[src/rtl/bias_cal_pkg.sv]
package bias_cal_pkg;
    typedef enum logic [2:0] {
        ST_IDLE,
        ST_SETTLE,
        ST_DRIVE,
        ST_CHECK,
        ST_DONE
    } cal_st_e;
endpackage

[src/rtl/cal_vecgen.sv]
module cal_vecgen #(
    parameter int DATA_W   = 8,
    parameter int VEC_W    = 2,
    parameter int STIM_MUL = 53,
    parameter int STIM_XOR = 167
) (
    input  logic [VEC_W-1:0]  vec_i,
    output logic [DATA_W-1:0] stim_o,
    output logic [DATA_W-1:0] exp_o
);
    logic [31:0] prod;
    logic [31:0] mask_xor;

    always_comb begin
        prod     = 32'(vec_i) * 32'(STIM_MUL);
        mask_xor = 32'(STIM_XOR);
        stim_o   = prod[DATA_W-1:0] ^ mask_xor[DATA_W-1:0];
        exp_o    = {stim_o[DATA_W-2:0], stim_o[DATA_W-1]};
    end
endmodule

[src/rtl/cal_settle_tmr.sv]
module cal_settle_tmr #(
    parameter int CNT_W = 8
) (
    input  logic             clk,
    input  logic             rst_n,
    input  logic             ld_i,
    input  logic [CNT_W-1:0] lim_i,
    output logic             exp_o
);
    logic [CNT_W-1:0] cnt_d, cnt_q;

    always_comb begin
        cnt_d = cnt_q;
        if (ld_i)
            cnt_d = '0;
        else if (cnt_q != lim_i)
            cnt_d = cnt_q + CNT_W'(1);
    end

    always_ff @(posedge clk or negedge rst_n) begin
        if (!rst_n) cnt_q <= '0;
        else        cnt_q <= cnt_d;
    end

    assign exp_o = (cnt_q == lim_i) && !ld_i;

    // a load always restarts the wait from zero
    p_ld_restart_r4: assert property (@(posedge clk) disable iff (!rst_n)
        ld_i |=> (cnt_q == '0));
endmodule

[src/rtl/bias_cal_ctrl.sv]
module bias_cal_ctrl #(
    parameter int N_MOD    = 21,
    parameter int MAX_STEP = 15,
    parameter int N_VEC    = 4,
    parameter int DATA_W   = 8,
    parameter int SETTLE_W = 8
) (
    input  logic                                           clk,
    input  logic                                           rst_n,
    input  logic                                           start_i,
    input  logic [SETTLE_W-1:0]                            settle_i,
    output logic                                           tst_valid_o,
    output logic [$clog2(N_MOD)-1:0]                       tst_mod_o,
    output logic [$clog2(N_VEC)-1:0]                       tst_vec_o,
    output logic [DATA_W-1:0]                              tst_stim_o,
    input  logic [DATA_W-1:0]                              tst_resp_i,
    output logic [N_MOD*($clog2(MAX_STEP+1)+1)-1:0]        bias_code_o,
    output logic [N_MOD-1:0]                               fail_o,
    output logic                                           done_o
);
    import bias_cal_pkg::*;

    localparam int MOD_W  = $clog2(N_MOD);
    localparam int VEC_W  = $clog2(N_VEC);
    localparam int CODE_W = $clog2(MAX_STEP+1) + 1;
    localparam int LO_I   = -MAX_STEP;
    localparam int HI_I   = MAX_STEP;
    localparam logic [CODE_W-1:0] CODE_LO  = LO_I[CODE_W-1:0];
    localparam logic [CODE_W-1:0] CODE_HI  = HI_I[CODE_W-1:0];
    localparam logic [VEC_W-1:0]  VEC_LAST = VEC_W'(N_VEC-1);
    localparam logic [MOD_W-1:0]  MOD_LAST = MOD_W'(N_MOD-1);

    typedef struct packed {
        cal_st_e                        st;
        logic [MOD_W-1:0]               mod;
        logic [CODE_W-1:0]              code;
        logic [VEC_W-1:0]               vec;
        logic                           mis;
        logic [N_MOD-1:0][CODE_W-1:0]   codes;
        logic [N_MOD-1:0]               fail;
        logic                           done;
    } cal_state_t;

    cal_state_t r_d, r_q;
    logic              tmr_ld, tmr_exp;
    logic [DATA_W-1:0] exp_word;
    logic              miss_now, trial_ok, advance;
    logic [MOD_W-1:0]  nxt_mod;

    cal_vecgen #(.DATA_W(DATA_W), .VEC_W(VEC_W)) u_vecgen (
        .vec_i  (r_q.vec),
        .stim_o (tst_stim_o),
        .exp_o  (exp_word)
    );

    cal_settle_tmr #(.CNT_W(SETTLE_W)) u_tmr (
        .clk   (clk),
        .rst_n (rst_n),
        .ld_i  (tmr_ld),
        .lim_i (settle_i),
        .exp_o (tmr_exp)
    );

    always_comb begin
        r_d      = r_q;
        tmr_ld   = 1'b0;
        advance  = 1'b0;
        miss_now = (tst_resp_i != exp_word);
        trial_ok = !(r_q.mis || miss_now);
        nxt_mod  = r_q.mod + MOD_W'(1);

        case (r_q.st)
            ST_IDLE: begin
                if (start_i) begin
                    r_d.mod      = '0;
                    r_d.code     = CODE_LO;
                    r_d.codes[0] = CODE_LO;
                    r_d.st       = ST_SETTLE;
                    tmr_ld       = 1'b1;
                end
            end
            ST_SETTLE: begin
                if (tmr_exp) begin
                    r_d.vec = '0;
                    r_d.mis = 1'b0;
                    r_d.st  = ST_DRIVE;
                end
            end
            ST_DRIVE: r_d.st = ST_CHECK;
            ST_CHECK: begin
                if (r_q.vec != VEC_LAST) begin
                    r_d.mis = r_q.mis || miss_now;
                    r_d.vec = r_q.vec + VEC_W'(1);
                    r_d.st  = ST_DRIVE;
                end else if (trial_ok) begin
                    advance = 1'b1;
                end else if (r_q.code == CODE_HI) begin
                    r_d.fail[r_q.mod] = 1'b1;
                    advance           = 1'b1;
                end else begin
                    r_d.code             = r_q.code + CODE_W'(1);
                    r_d.codes[r_q.mod]   = r_q.code + CODE_W'(1);
                    r_d.st               = ST_SETTLE;
                    tmr_ld               = 1'b1;
                end
            end
            ST_DONE: r_d.done = 1'b1;
            default: r_d.st = ST_IDLE;
        endcase

        if (advance) begin
            if (r_q.mod == MOD_LAST) begin
                r_d.st   = ST_DONE;
                r_d.done = 1'b1;
            end else begin
                r_d.mod            = nxt_mod;
                r_d.code           = CODE_LO;
                r_d.codes[nxt_mod] = CODE_LO;
                r_d.st             = ST_SETTLE;
                tmr_ld             = 1'b1;
            end
        end
    end

    always_ff @(posedge clk or negedge rst_n) begin
        if (!rst_n) begin
            r_q      <= '0;
            r_q.st   <= ST_IDLE;
        end else begin
            r_q <= r_d;
        end
    end

    assign tst_valid_o = (r_q.st == ST_DRIVE);
    assign tst_mod_o   = r_q.mod;
    assign tst_vec_o   = r_q.vec;
    assign bias_code_o = r_q.codes;
    assign fail_o      = r_q.fail;
    assign done_o      = r_q.done;

    // the trial code never leaves the signed step range
    always_ff @(posedge clk) begin
        if (rst_n) begin
            p_code_range_r3: assert ($signed(r_q.code) >= $signed(CODE_LO)
                                     && $signed(r_q.code) <= $signed(CODE_HI));
        end
    end

    // code bus is steady while a vector is applied
    p_code_steady_r4: assert property (@(posedge clk) disable iff (!rst_n)
        tst_valid_o |-> $stable(bias_code_o));

    // no strobes once calibration is complete
    p_quiet_after_done_r2: assert property (@(posedge clk) disable iff (!rst_n)
        done_o |-> !tst_valid_o);

    // completion and results are frozen
    p_done_hold_r8: assert property (@(posedge clk) disable iff (!rst_n)
        done_o |=> done_o && $stable(bias_code_o) && $stable(fail_o));

    // a failed submodule sits at the strongest forward code
    for (genvar m = 0; m < N_MOD; m++) begin : g_fail_chk
        p_fail_at_max_r7: assert property (@(posedge clk) disable iff (!rst_n)
            fail_o[m] |-> (bias_code_o[m*CODE_W +: CODE_W] == CODE_HI));
    end
endmodule

[config.mk]
export PLATFORM = sky130hd
export DESIGN_NAME = bias_cal_ctrl
export DESIGN_NICKNAME = d
export VERILOG_FILES = /design/src/rtl/bias_cal_pkg.sv /design/src/rtl/cal_vecgen.sv /design/src/rtl/cal_settle_tmr.sv /design/src/rtl/bias_cal_ctrl.sv
export SDC_FILE = /design/constraint.sdc
export NUM_CORES = 1
export LEC_CHECK = 0
export BUFFER_PORTS_ARGS = -buffer_cell sky130_fd_sc_hd__buf_4
export CORE_MARGIN = 2
export CORE_UTILIZATION = 30
export CTS_BUF_LIST = sky130_fd_sc_hd__clkbuf_4 sky130_fd_sc_hd__clkbuf_8 sky130_fd_sc_hd__clkbuf_16
export CTS_CLUSTER_DIAMETER = 100
export DETAILED_ROUTE_END_ITERATION = 10
export PLACE_DENSITY = 0.48
export REMOVE_ABC_BUFFERS = 1
export SKIP_CTS_REPAIR_TIMING = 1
export SYNTH_ARGS = -nofsm -noshare
export SYNTH_HDL_FRONTEND = slang
export SYNTH_SLANG_ARGS = --single-unit
[constraint.sdc]
create_clock -name clk -period 5.5 [get_ports clk]
set_input_delay 1.1 -clock clk [delete_from_list [all_inputs] [get_ports clk]]
set_output_delay 1.1 -clock clk [all_outputs]
set_load 0.1 [all_outputs]
==> run_results.csv, run 1 <==
group,metric,value,unit
sta,slew_headroom,0.2410,
hold_path,holdPathStages,1,
pwr,ir_drop,0.0002103,V
detailed_routing,routed-via-count,6063,
synth,ys_types,74,
global_route,use_met1,0.2436,
synth,synthMuxAreaShare,0.08196,
detailed_routing,via_per_inst,4.982,
placement,dpl.cell_count,1189,
setup_path,cp_slowest_stage_delay,710,ps
sta,fin_ws,2174,ps
sta,max_freq,300.7,MHz
synth,synthAdderAreaFrac,0.01601,
layout,area_growth,12.81,%
synth,synthXorXnorAreaFrac,0.02140,
setup_path,end_kind,"flop",
synth,synth_top_family_by_area,"buffers and inverters",
die,die_y,173.3,microns
detailed_routing,drt_iter0_markers,452,
sta,fin_crit,3326,ps
placement,place_hpwl,17370,microns
global_route,grt_use_met3,0.05285,
detailed_routing,wirelength,25000,microns
sta,finalSetupTns,0,ps
placement,port-buffer-count,161,
setup_path,cp.depth,9,
layout,layout-drive-gt1-share,0.3147,
detailed_routing,ant_nets,0,
detailed_routing,wl_per_cell,20.54,microns
setup_path,critPathLaunchType,"flop",
clock_tree,cts-root-buf,"clkbuf_16",
synth,ys_ff_latch,151,
layout,final_nets,860,
die,initial_core_util,0.3068,
synth,synth_seq_area_share,0.4397,
setup_path,critPathLaunch,"r_q[130]",
synth,syn_avg_cell_area,10.51,sq um
global_route,grt_util_met2,0.2430,
sta,worst_pin_slew,1123,ps
global_route,grt_max_degree,66,
layout,final_area,0.009696,sq mm
placement,globalplace.congestion,0.7909,
placement,pre_cts_ws,1903,ps
synth,syn_inst,818,
synth,ys_async_sr_fraction,1.000,
global_route,antenna_found_initial,0,
synth,synth_warnings,0,
clock_tree,cts_sinks,151,
synth,synth_edf_count,0,
global_route,grt_pass1_wl,38670,microns
run_status,outcome,"completed",
setup_path,arrival,3640,ps
sta,maxSlewViolCount,0,
synth,yosysTopAreaCell,"dfrtp_1",
setup_path,critPathKind,"flop to flop",
layout,insertedDiodeCount,0,
setup_path,critPathSlowestCell,"a21oi_1",
setup_path,cp_max_fo,15,
die,dieArea,0.03002,sq mm
global_route,grt_pass1_vias,6005,
clock_tree,path_clk_slew,60,ps
detailed_routing,drt_pass1_iterations,5,
setup_path,worst-path-buf-inv,1,
setup_path,endpoint,"bias_code_o[50]",
sta,period_share,0.6046,
pwr,power.density,332.6,mW/mm^2
clock_tree,htreeDepth,4,
synth,synth_compound_area_frac,0.1447,
hold_path,hold_path.class,"flop to flop",
run,maxCapViolations,0,
clock_tree,clk_latency,430,ps
pwr,leakage,0.005057,uW
die,dieWidth,173.3,microns
die,rows,61,
setup_path,r2r_end,"bias_code_o[50]",
sta,hold_viol,0,
setup_path,r2r_slack,2170,ps
global_route,overflow,0,
layout,instances_no_fill,1217,
synth,synth_top_area_share,0.4397,
setup_path,cp_cell_sequence,"ha_1 -> nand3_1 -> inv_1 -> ha_1 -> nor2b_1 -> nand3_1 -> a21oi_1 -> mux2i_1 -> nand2_1",
placement,placed_area,0.009158,sq mm
setup_path,r2r_cells,9,
clock_tree,cts_buffer_depth,2,
synth,synthSimpleGateAreaFrac,0.1469,
die,coreArea,0.02801,sq mm
clock_tree,cts_tree,"done",
synth,ys.flop_type,"dfrtp_1",
layout,fin_util,0.3461,
global_route,grt_usage,0.1668,
synth,synthTopCellsByArea,"dfrtp_1 (44%), buf_4 (12%), mux2i_1 (7.8%)",
synth,synthesis.area,0.008594,sq mm
sta,rsz0062_at_grt,"false",
sta,finalSetupViolations,0,
setup_path,rr_startpoint,"r_q[130]",
die,pin_count,162,
setup_path,critPathRequiredTime,5810,ps
detailed_routing,remaining_drc_errors,0,
setup_path,cpLargestDelayFamily,"simple AND/OR/NAND/NOR gates",
global_route,grt_busiest_layer,"met1",
sta,skew,6.142,ps
clock_tree,cts_made_buffers,17,
==> power breakdown <==
part	internal, uW	leakage (uW)	switching [uW]
registers	1160	0.00207	96.8
logic	200	0.00273	659
clock network	640	0.000263	470
total	2000	0.00506	1230
==> cell usage after synthesis, drive strengths merged (2+ instances only) <==
| master | count |
|---|---|
| buf | 157 |
| dfrtp | 151 |
| nor2 | 77 |
| mux2i | 67 |
| a21oi | 32 |
| nand3 | 27 |
| nand2 | 24 |
| a211o | 23 |
| clkbuf | 20 |
| a31o | 17 |
| inv | 14 |
| o21ai | 14 |
| nor2b | 13 |
| nor3 | 13 |
| o2111ai | 13 |
| o211ai | 12 |
| xnor2 | 12 |
| ha | 11 |
| a31oi | 9 |
| nand2b | 9 |
| nor3b | 9 |
| xor2 | 9 |
| a21o | 7 |
| and2 | 6 |
| nand4 | 6 |
| nor4 | 6 |
| and3 | 5 |
| a221o | 4 |
| nor4b | 4 |
| o31ai | 4 |
| a22o | 3 |
| and4 | 3 |
| mux2 | 3 |
| nand4b | 3 |
| o22ai | 3 |
| or3 | 3 |
| or4 | 3 |
| and4b | 2 |
| nand4bb | 2 |
| o21bai | 2 |
==> layer usage <==
layer,vias to the layer above,wire length (microns)
met2,193,10960
met5,-,0
met4,0,166
met3,13,1655
li1,2790,-
met1,3067,12230
==> flip-flops by register name (all words and copies together), names as in the netlist <==
name         count
done_o           1
tst_mod_o        5
fail_o          21
tst_vec_o        2
u_tmr.cnt_q      8
bias_code_o    105
r_q              9
==> kinds of logic after synthesis <==
kind of cell | after synthesis
buffers and inverters | 192
adder cells (fa/ha/maj) | 11
multiplexers | 70
XOR/XNOR | 21
AO/OA/AOI/OAI | 152
AND/OR/NAND/NOR | 221
flip-flops | 151
==> area by class of cell <==
class,count,area [sq um]
fillers,2853,18320
multi-input cells,475,3570
repair buffers,170,1280
well taps,378,473.0
clock buffers,20,460.4
clock inverters,8,77.57
flip-flops and latches,151,3779
inverters,15,56.30
==> metrics by stage <==
stage	total power, uW	hold WS, ps
floorplan	1849	473.0
global placement	2133	458.0
detailed placement	2139	461.2
CTS	3264	474.9
global route	3377	487.7
finish	3225	469.3
==> placed cells by master (no fill, tap or decap), drive strengths merged, types with 11 or more instances in the layout <==
cell type	Yosys	routed
nor2	77	77
mux2i	67	67
ha	11	11
dfrtp	151	151
nand3	27	27
a211o	23	23
nand2	24	24
clkbuf	20	20
o211ai	12	12
xnor2	12	12
nor2b	13	13
nor3	13	13
inv	14	15
o21ai	14	14
o2111ai	13	13
a31o	17	17
buf	157	170
a21oi	32	32
==> worst min path at each step <==
stage	startpoint	endpoint	slack [ps]
2_1_floorplan	r_q[127]	r_q[127]	470
3_3_place_gp	fail_o[8]	fail_o[8]	460
3_5_place_dp	fail_o[4]	fail_o[4]	460
4_1_cts	fail_o[4]	fail_o[4]	470
5_1_grt	fail_o[4]	fail_o[4]	490
6_report	done_o	done_o	470
No activity file was read; power rests on OpenSTA's default activity.
==> run 2: changes to the inputs <==
==> constraint.sdc (replaced) <==
create_clock -name clk -period 3.06 [get_ports clk]
set_input_delay 0.612 -clock clk [delete_from_list [all_inputs] [get_ports clk]]
set_output_delay 0.612 -clock clk [all_outputs]
set_load 0.1 [all_outputs]
==> run 2 against run 1 <==
Routed wire length shrank 0.30%. Critical path depth is 2 lower. Combinational power grew 92%. First-iteration DRC count down 19%. Clock power increased by 97%. Power increased by 87%. Register-to-register slack lost 1800 ps. Cell area rose by 4.4%. Flip-flop and latch count stayed put. Worst setup slack got worse by 1800 ps. Largest cell class unchanged.
==> run_results.csv, run 2 (synthesis results as in run 1) <==
group,metric,value,unit
detailed_routing,met1_length,11960,microns
detailed_routing,met3WireLength,1690,microns
die,pin_count,162,
layout,area_growth,17.76,%
layout,insertedDiodeCount,0,
detailed_routing,met2_length,11090,microns
detailed_routing,wirelength,24930,microns
layout,n_fill_cell,2863,
layout,final_nets,909,
die,dieArea,0.03002,sq mm
pwr,ir_drop,0.0003129,V
detailed_routing,ant_nets,0,
layout,fin_util,0.3613,
pwr,leakage,0.005336,uW
die,coreArea,0.02801,sq mm
global_route,grt_max_degree,62,
setup_path,end_kind,"flop",
sta,maxSlewViolCount,0,
sta,whs,158.5,ps
sta,period_share,0.8752,
placement,place_hpwl,17650,microns
sta,finalSetupViolations,0,
global_route,antenna_found_initial,0,
detailed_routing,remaining_drc_errors,0,
die,dieWidth,173.3,microns
clock_tree,cts_tree,"done",
layout,layout-drive-gt1-share,0.3554,
clock_tree,cts_sinks,151,
hold_path,hold_path.class,"input port to async pin",
run_status,outcome,"completed",
setup_path,rr_startpoint,"tst_vec_o[1]",
global_route,grt_pass1_vias,6128,
setup_path,arrival,2970,ps
global_route,grt_pass1_wl,38630,microns
clock_tree,htreeDepth,4,
setup_path,endpoint,"bias_code_o[33]",
setup_path,r2r_end,"bias_code_o[33]",
setup_path,r2r_slack,380,ps
detailed_routing,top_layer,"met4",
setup_path,r2r_cells,7,
sta,max_freq,373.4,MHz
sta,fin_crit,2678,ps
setup_path,critPathLaunch,"tst_vec_o[1]",
die,die_y,173.3,microns
detailed_routing,routed-via-count,6172,
setup_path,critPathLaunchType,"flop",
run,maxCapViolations,0,
pwr,total_power,6043,uW
sta,worst_pin_slew,905.6,ps
sta,skew,13.68,ps
layout,final_cell_mix,"buf_4 (217), dfrtp_1 (151), nor2_1 (76), mux2i_1 (67)",
clock_tree,cts_buffer_depth,2,
sta,hold_viol,0,
sta,fin_ws,382.0,ps
die,initial_core_util,0.3068,
pwr,power.density,597.0,mW/mm^2
setup_path,cp_max_fo,12,
detailed_routing,wl_per_cell,19.63,microns
layout,largest_reg_flops,105,
global_route,grt_usage,0.1679,
detailed_routing,via_per_inst,4.860,
detailed_routing,drt_pass1_iterations,5,
sta,slew_headroom,0.3878,
sta,rsz0062_at_grt,"false",
clock_tree,cts-root-buf,"clkbuf_16",
detailed_routing,drt_iter0_markers,365,
clock_tree,path_clk_slew,70,ps
placement,globalplace.congestion,0.8223,
setup_path,critPathKind,"flop to flop",
placement,pre_cts_ws,396.4,ps
layout,layout_commonest_cell,"buf_4",
die,rows,61,
setup_path,critPathRequiredTime,3360,ps
clock_tree,cts_made_buffers,17,
global_route,overflow,0,
clock_tree,clk_latency,430,ps
placement,port-buffer-count,161,
## run 2: worst min-delay path by stage
stage                          end  slack [ps]       start  cells past startpoint
floorplan           bias_code_o[0]         320       rst_n                      0
global placement         fail_o[7]         450   fail_o[7]                      1
detailed placement      fail_o[15]         450  fail_o[15]                      1
CTS                 bias_code_o[6]         190       rst_n                      1
global route        bias_code_o[6]         200       rst_n                      1
finish              bias_code_o[7]         160       rst_n                      1
## run 2: cell type report
cell class | instances | area (sq um) | area share
sequential | 151 | 3779 | 0.3733
multi-input combinational | 475 | 3547 | 0.3505
timing repair buffer | 219 | 1660 | 0.1640
tap | 378 | 473.0 | 0.04673
clock buffer | 20 | 466.7 | 0.04611
clock inverter | 12 | 138.9 | 0.01372
inverter | 15 | 56.30 | 0.005563
## run 2: critical path, stage by stage, from the launching register on
cell,delay (ps)
dfrtp_1,480
ha_1,390
xnor2_1,330
o211a_1,310
a21oi_4,170
buf_4,210
nor4_2,540
nor2_1,110
## run 2: where the power goes
part	internal, uW	total, uW	switching [uW]	leakage [uW]
clock	1280	2190	909	0.000298
combinational	413	1650	1240	0.00297
sequential	2080	2200	118	0.00207
## run 2: layer usage
metal	global-route usage	vias up
li1	-	2892
met1	0.2415	3074
met2	0.2500	195
met3	0.04912	11
met4	0.03425	0
met5	0	-
## run 2: metrics by stage
stage | TNS, ps | instances | instance area, sq um
2_1_floorplan | -421200 | 641 | 7367
3_3_place_gp | 0 | 1238 | 9515
3_5_place_dp | 0 | 1238 | 9515
4_1_cts | 0 | 1270 | 10120
5_1_grt | 0 | 1270 | 10120
6_report | 0 | 1270 | 10120
==> run 3: changes to the inputs <==
--- a/config.mk
+++ b/config.mk
@@ -6,7 +6,7 @@
 export NUM_CORES = 1
 export LEC_CHECK = 0
 export BUFFER_PORTS_ARGS = -buffer_cell sky130_fd_sc_hd__buf_4
-export CORE_MARGIN = 2
+export CORE_MARGIN = 8
 export CORE_UTILIZATION = 30
 export CTS_BUF_LIST = sky130_fd_sc_hd__clkbuf_4 sky130_fd_sc_hd__clkbuf_8 sky130_fd_sc_hd__clkbuf_16
 export CTS_CLUSTER_DIAMETER = 100
@@ -16,4 +16,5 @@
 export SKIP_CTS_REPAIR_TIMING = 1
 export SYNTH_ARGS = -nofsm -noshare
 export SYNTH_HDL_FRONTEND = slang
+export SYNTH_HIERARCHICAL = 1
 export SYNTH_SLANG_ARGS = --single-unit
==> run 3 against run 2 <==
Utilization about the same. Sequential power hardly changed. Global-route usage decreased by 0.53 points. Flip-flop and latch count unchanged. Worst hold slack gained 10 ps.
==> run_results.csv, run 3 <==
group,metric,value,unit
layout,regArea,0.003779,sq mm
placement,port-buffer-count,161,
die,rows,62,
die,pin_count,162,
synth,synth_top_family_by_area,"compound AO/OA/AOI/OAI gates",
synth,synth_seq_area_share,0.4344,
global_route,overflow,0,
global_route,grt_max_degree,62,
synth,yosys.cell_count.top_type,"dfrtp_1",
sta,maxSlewViolCount,0,
setup_path,critPathMostFrequentCell,"buf_4",
synth,ys_async_sr_fraction,1.000,
synth,synth_edf_count,0,
detailed_routing,via_per_inst,5.157,
synth,ys_ff_latch,151,
synth,synthMuxAreaShare,0.01712,
placement,place_hpwl,20980,microns
layout,largest_reg_flops,105,
detailed_routing,drt_iter0_markers,414,
setup_path,end_kind,"flop",
clock_tree,cts_made_buffers,17,
global_route,grt_pass1_vias,6965,
detailed_routing,ant_nets,0,
placement,dpl.cell_count,1305,
setup_path,critPathSlowestCell,"and4b_1",
placement,globalplace.congestion,0.8609,
synth,synth_commonest_cells,"dfrtp_1 (151), buf_4 (144), a21oi_1 (47), clkbuf_1 (38), nor2_1 (38)",
detailed_routing,drt_pass1_iterations,5,
global_route,grt_usage,0.1626,
synth,syn_inst,879,
layout,instances_no_fill,1335,
die,dieWidth,186.3,microns
detailed_routing,wl_per_cell,21.21,microns
pwr,ir_drop,0.0004193,V
layout,final_nets,971,
synth,synth_compound_area_frac,0.1978,
pwr,power.density,626.0,mW/mm^2
synth,synth_warnings,6,
run_status,outcome,"completed",
global_route,grt_pass1_wl,43060,microns
setup_path,cp_cell_sequence,"buf_4 -> ha_1 -> and4b_1 -> nand2_1 -> a311oi_2 -> buf_4 -> a21oi_1 -> a311oi_1",
setup_path,arrival,3170,ps
clock_tree,cts_sinks,151,
clock_tree,path_clk_slew,60,ps
synth,synthSimpleGateAreaFrac,0.1515,
clock_tree,cts_buffer_depth,2,
sta,period_share,0.9329,
setup_path,critPathRequiredTime,3370,ps
sta,hold_viol,0,
layout,layout-drive-gt1-share,0.3312,
setup_path,critPathKind,"flop to flop",
run,maxCapViolations,0,
layout,insertedDiodeCount,0,
die,dieArea,0.03470,sq mm
sta,whs,168.6,ps
setup_path,cp_slowest_stage_delay,690,ps
synth,ys_types,72,
sta,max_freq,350.3,MHz
sta,rsz0062_at_grt,"false",
clock_tree,cts_tree,"done",
synth,synthesis.area,0.008698,sq mm
die,coreArea,0.02863,sq mm
synth,synthAdderAreaFrac,0.01726,
die,die_y,186.3,microns
layout,n_fill_cell,2876,
sta,fin_crit,2855,ps
die,initial_core_util,0.3039,
setup_path,cp_max_fo,17,
synth,synthTopCellsByArea,"dfrtp_1 (43%), buf_4 (12%), a21oi_1 (2.7%)",
sta,slew_headroom,0.4529,
setup_path,critPathLaunchType,"flop",
global_route,antenna_found_initial,0,
synth,ys.flop_type,"dfrtp_1",
detailed_routing,routed-via-count,6884,
sta,finalSetupViolations,0,
layout,area_growth,19.04,%
layout,final_cell_mix,"buf_4 (240), dfrtp_1 (151), a21oi_1 (47), nor2_1 (38), nand2_1 (37)",
synth,syn_avg_cell_area,9.896,sq um
sta,worst_pin_slew,820.6,ps
synth,synthXorXnorAreaFrac,0.02014,
detailed_routing,wirelength,28320,microns
sta,skew,11.56,ps
synth,yosysTopAreaCell,"dfrtp_1",
clock_tree,htreeDepth,4,
pwr,leakage,0.005033,uW
synth,synth_top_area_share,0.4344,
layout,layout_commonest_cell,"buf_4",
hold_path,hold_path.class,"input port to async pin",
clock_tree,clk_latency,420,ps
clock_tree,cts-root-buf,"clkbuf_16",
detailed_routing,remaining_drc_errors,0,
layout,multi_input_area,0.003545,sq mm
## run 3: changes by cell type in the layout (fill, tap and decap cells not counted), sizes merged, moves of 19 or more
cell and change:
a211oi +19, buf +23, mux2i -60, nor2 -38
## run 3: cell families (layout without fill, tap and decap cells)
| group | Yosys count | count (layout) |
|---|---|---|
| xor gates and xnor gates | 20 | 20 |
| DFF | 151 | 151 |
| buffers and inverters | 219 | 291 |
| AOI/OAI and AO/OA | 231 | 231 |
| muxes | 14 | 14 |
| adders and majority gates | 12 | 12 |
| and+or+nand+nor | 232 | 232 |
## run 3: worst max-delay path: cells and delay by family (launching register included)
kind / cells / cell delay, ps
buffers and inverters: 2 / 440
and+or+nand+nor: 2 / 1010
AOI/OAI and AO/OA: 3 / 680
adders and majority gates: 1 / 200
DFF: 1 / 400
## run 3: metal layers
metal  GRT usage  share of wire  vias up
met2      0.2548           0.47      206
li1            -              -     3210
met5           0              0        -
met1      0.2211           0.46     3447
met4     0.04954          0.015        0
met3     0.03594          0.064       21
## run 3: path summary, 6_finish.rpt
path	start	slack [ps]	depth (start not counted)	to
hold reg to reg	fail_o[3]	460	1	fail_o[3]
setup reg to reg	tst_vec_o[1]	210	8	bias_code_o[63]
min in group clk	fail_o[3]	460	1	fail_o[3]
max in group asynchronous	rst_n	2140	2	fail_o[12]
setup / recovery	tst_vec_o[1]	210	8	bias_code_o[63]
hold / removal	rst_n	170	1	bias_code_o[92]
## run 3: report_power, final
group	internal (uW)	total (uW)	leakage [uW]	switching, uW
Clock	1510	2350	0.000317	840
Combinational	510	1900	0.00267	1390
Sequential	2100	2230	0.00204	134
Total	4120	6480	0.00503	2370
## run 3: area by class of cell
class,count,area share
inverters,19,0.006887
clock buffers,22,0.04592
well taps,384,0.04640
flip-flops and latches,151,0.3649
clock inverters,8,0.01655
multi-input cells,509,0.3423
repair buffers,242,0.1770
## run 3: stage by stage
| step | setup slack (ps) | setup TNS, ps | area, sq um | utilization | total power (uW) |
|---|---|---|---|---|---|
| after floorplan | -4508 | -605880 | 7362 | - | 3531 |
| after global placement | 239.0 | 0 | 9708 | 0.3391 | 4166 |
| after detailed placement | 201.7 | 0 | 9708 | 0.3391 | 4176 |
| after CTS | 216.2 | 0 | 10350 | 0.3617 | 6542 |
| after global routing | 41.75 | 0 | 10350 | 0.3617 | 6761 |
| final | 205.2 | 0 | 10350 | 0.3617 | 6482 |
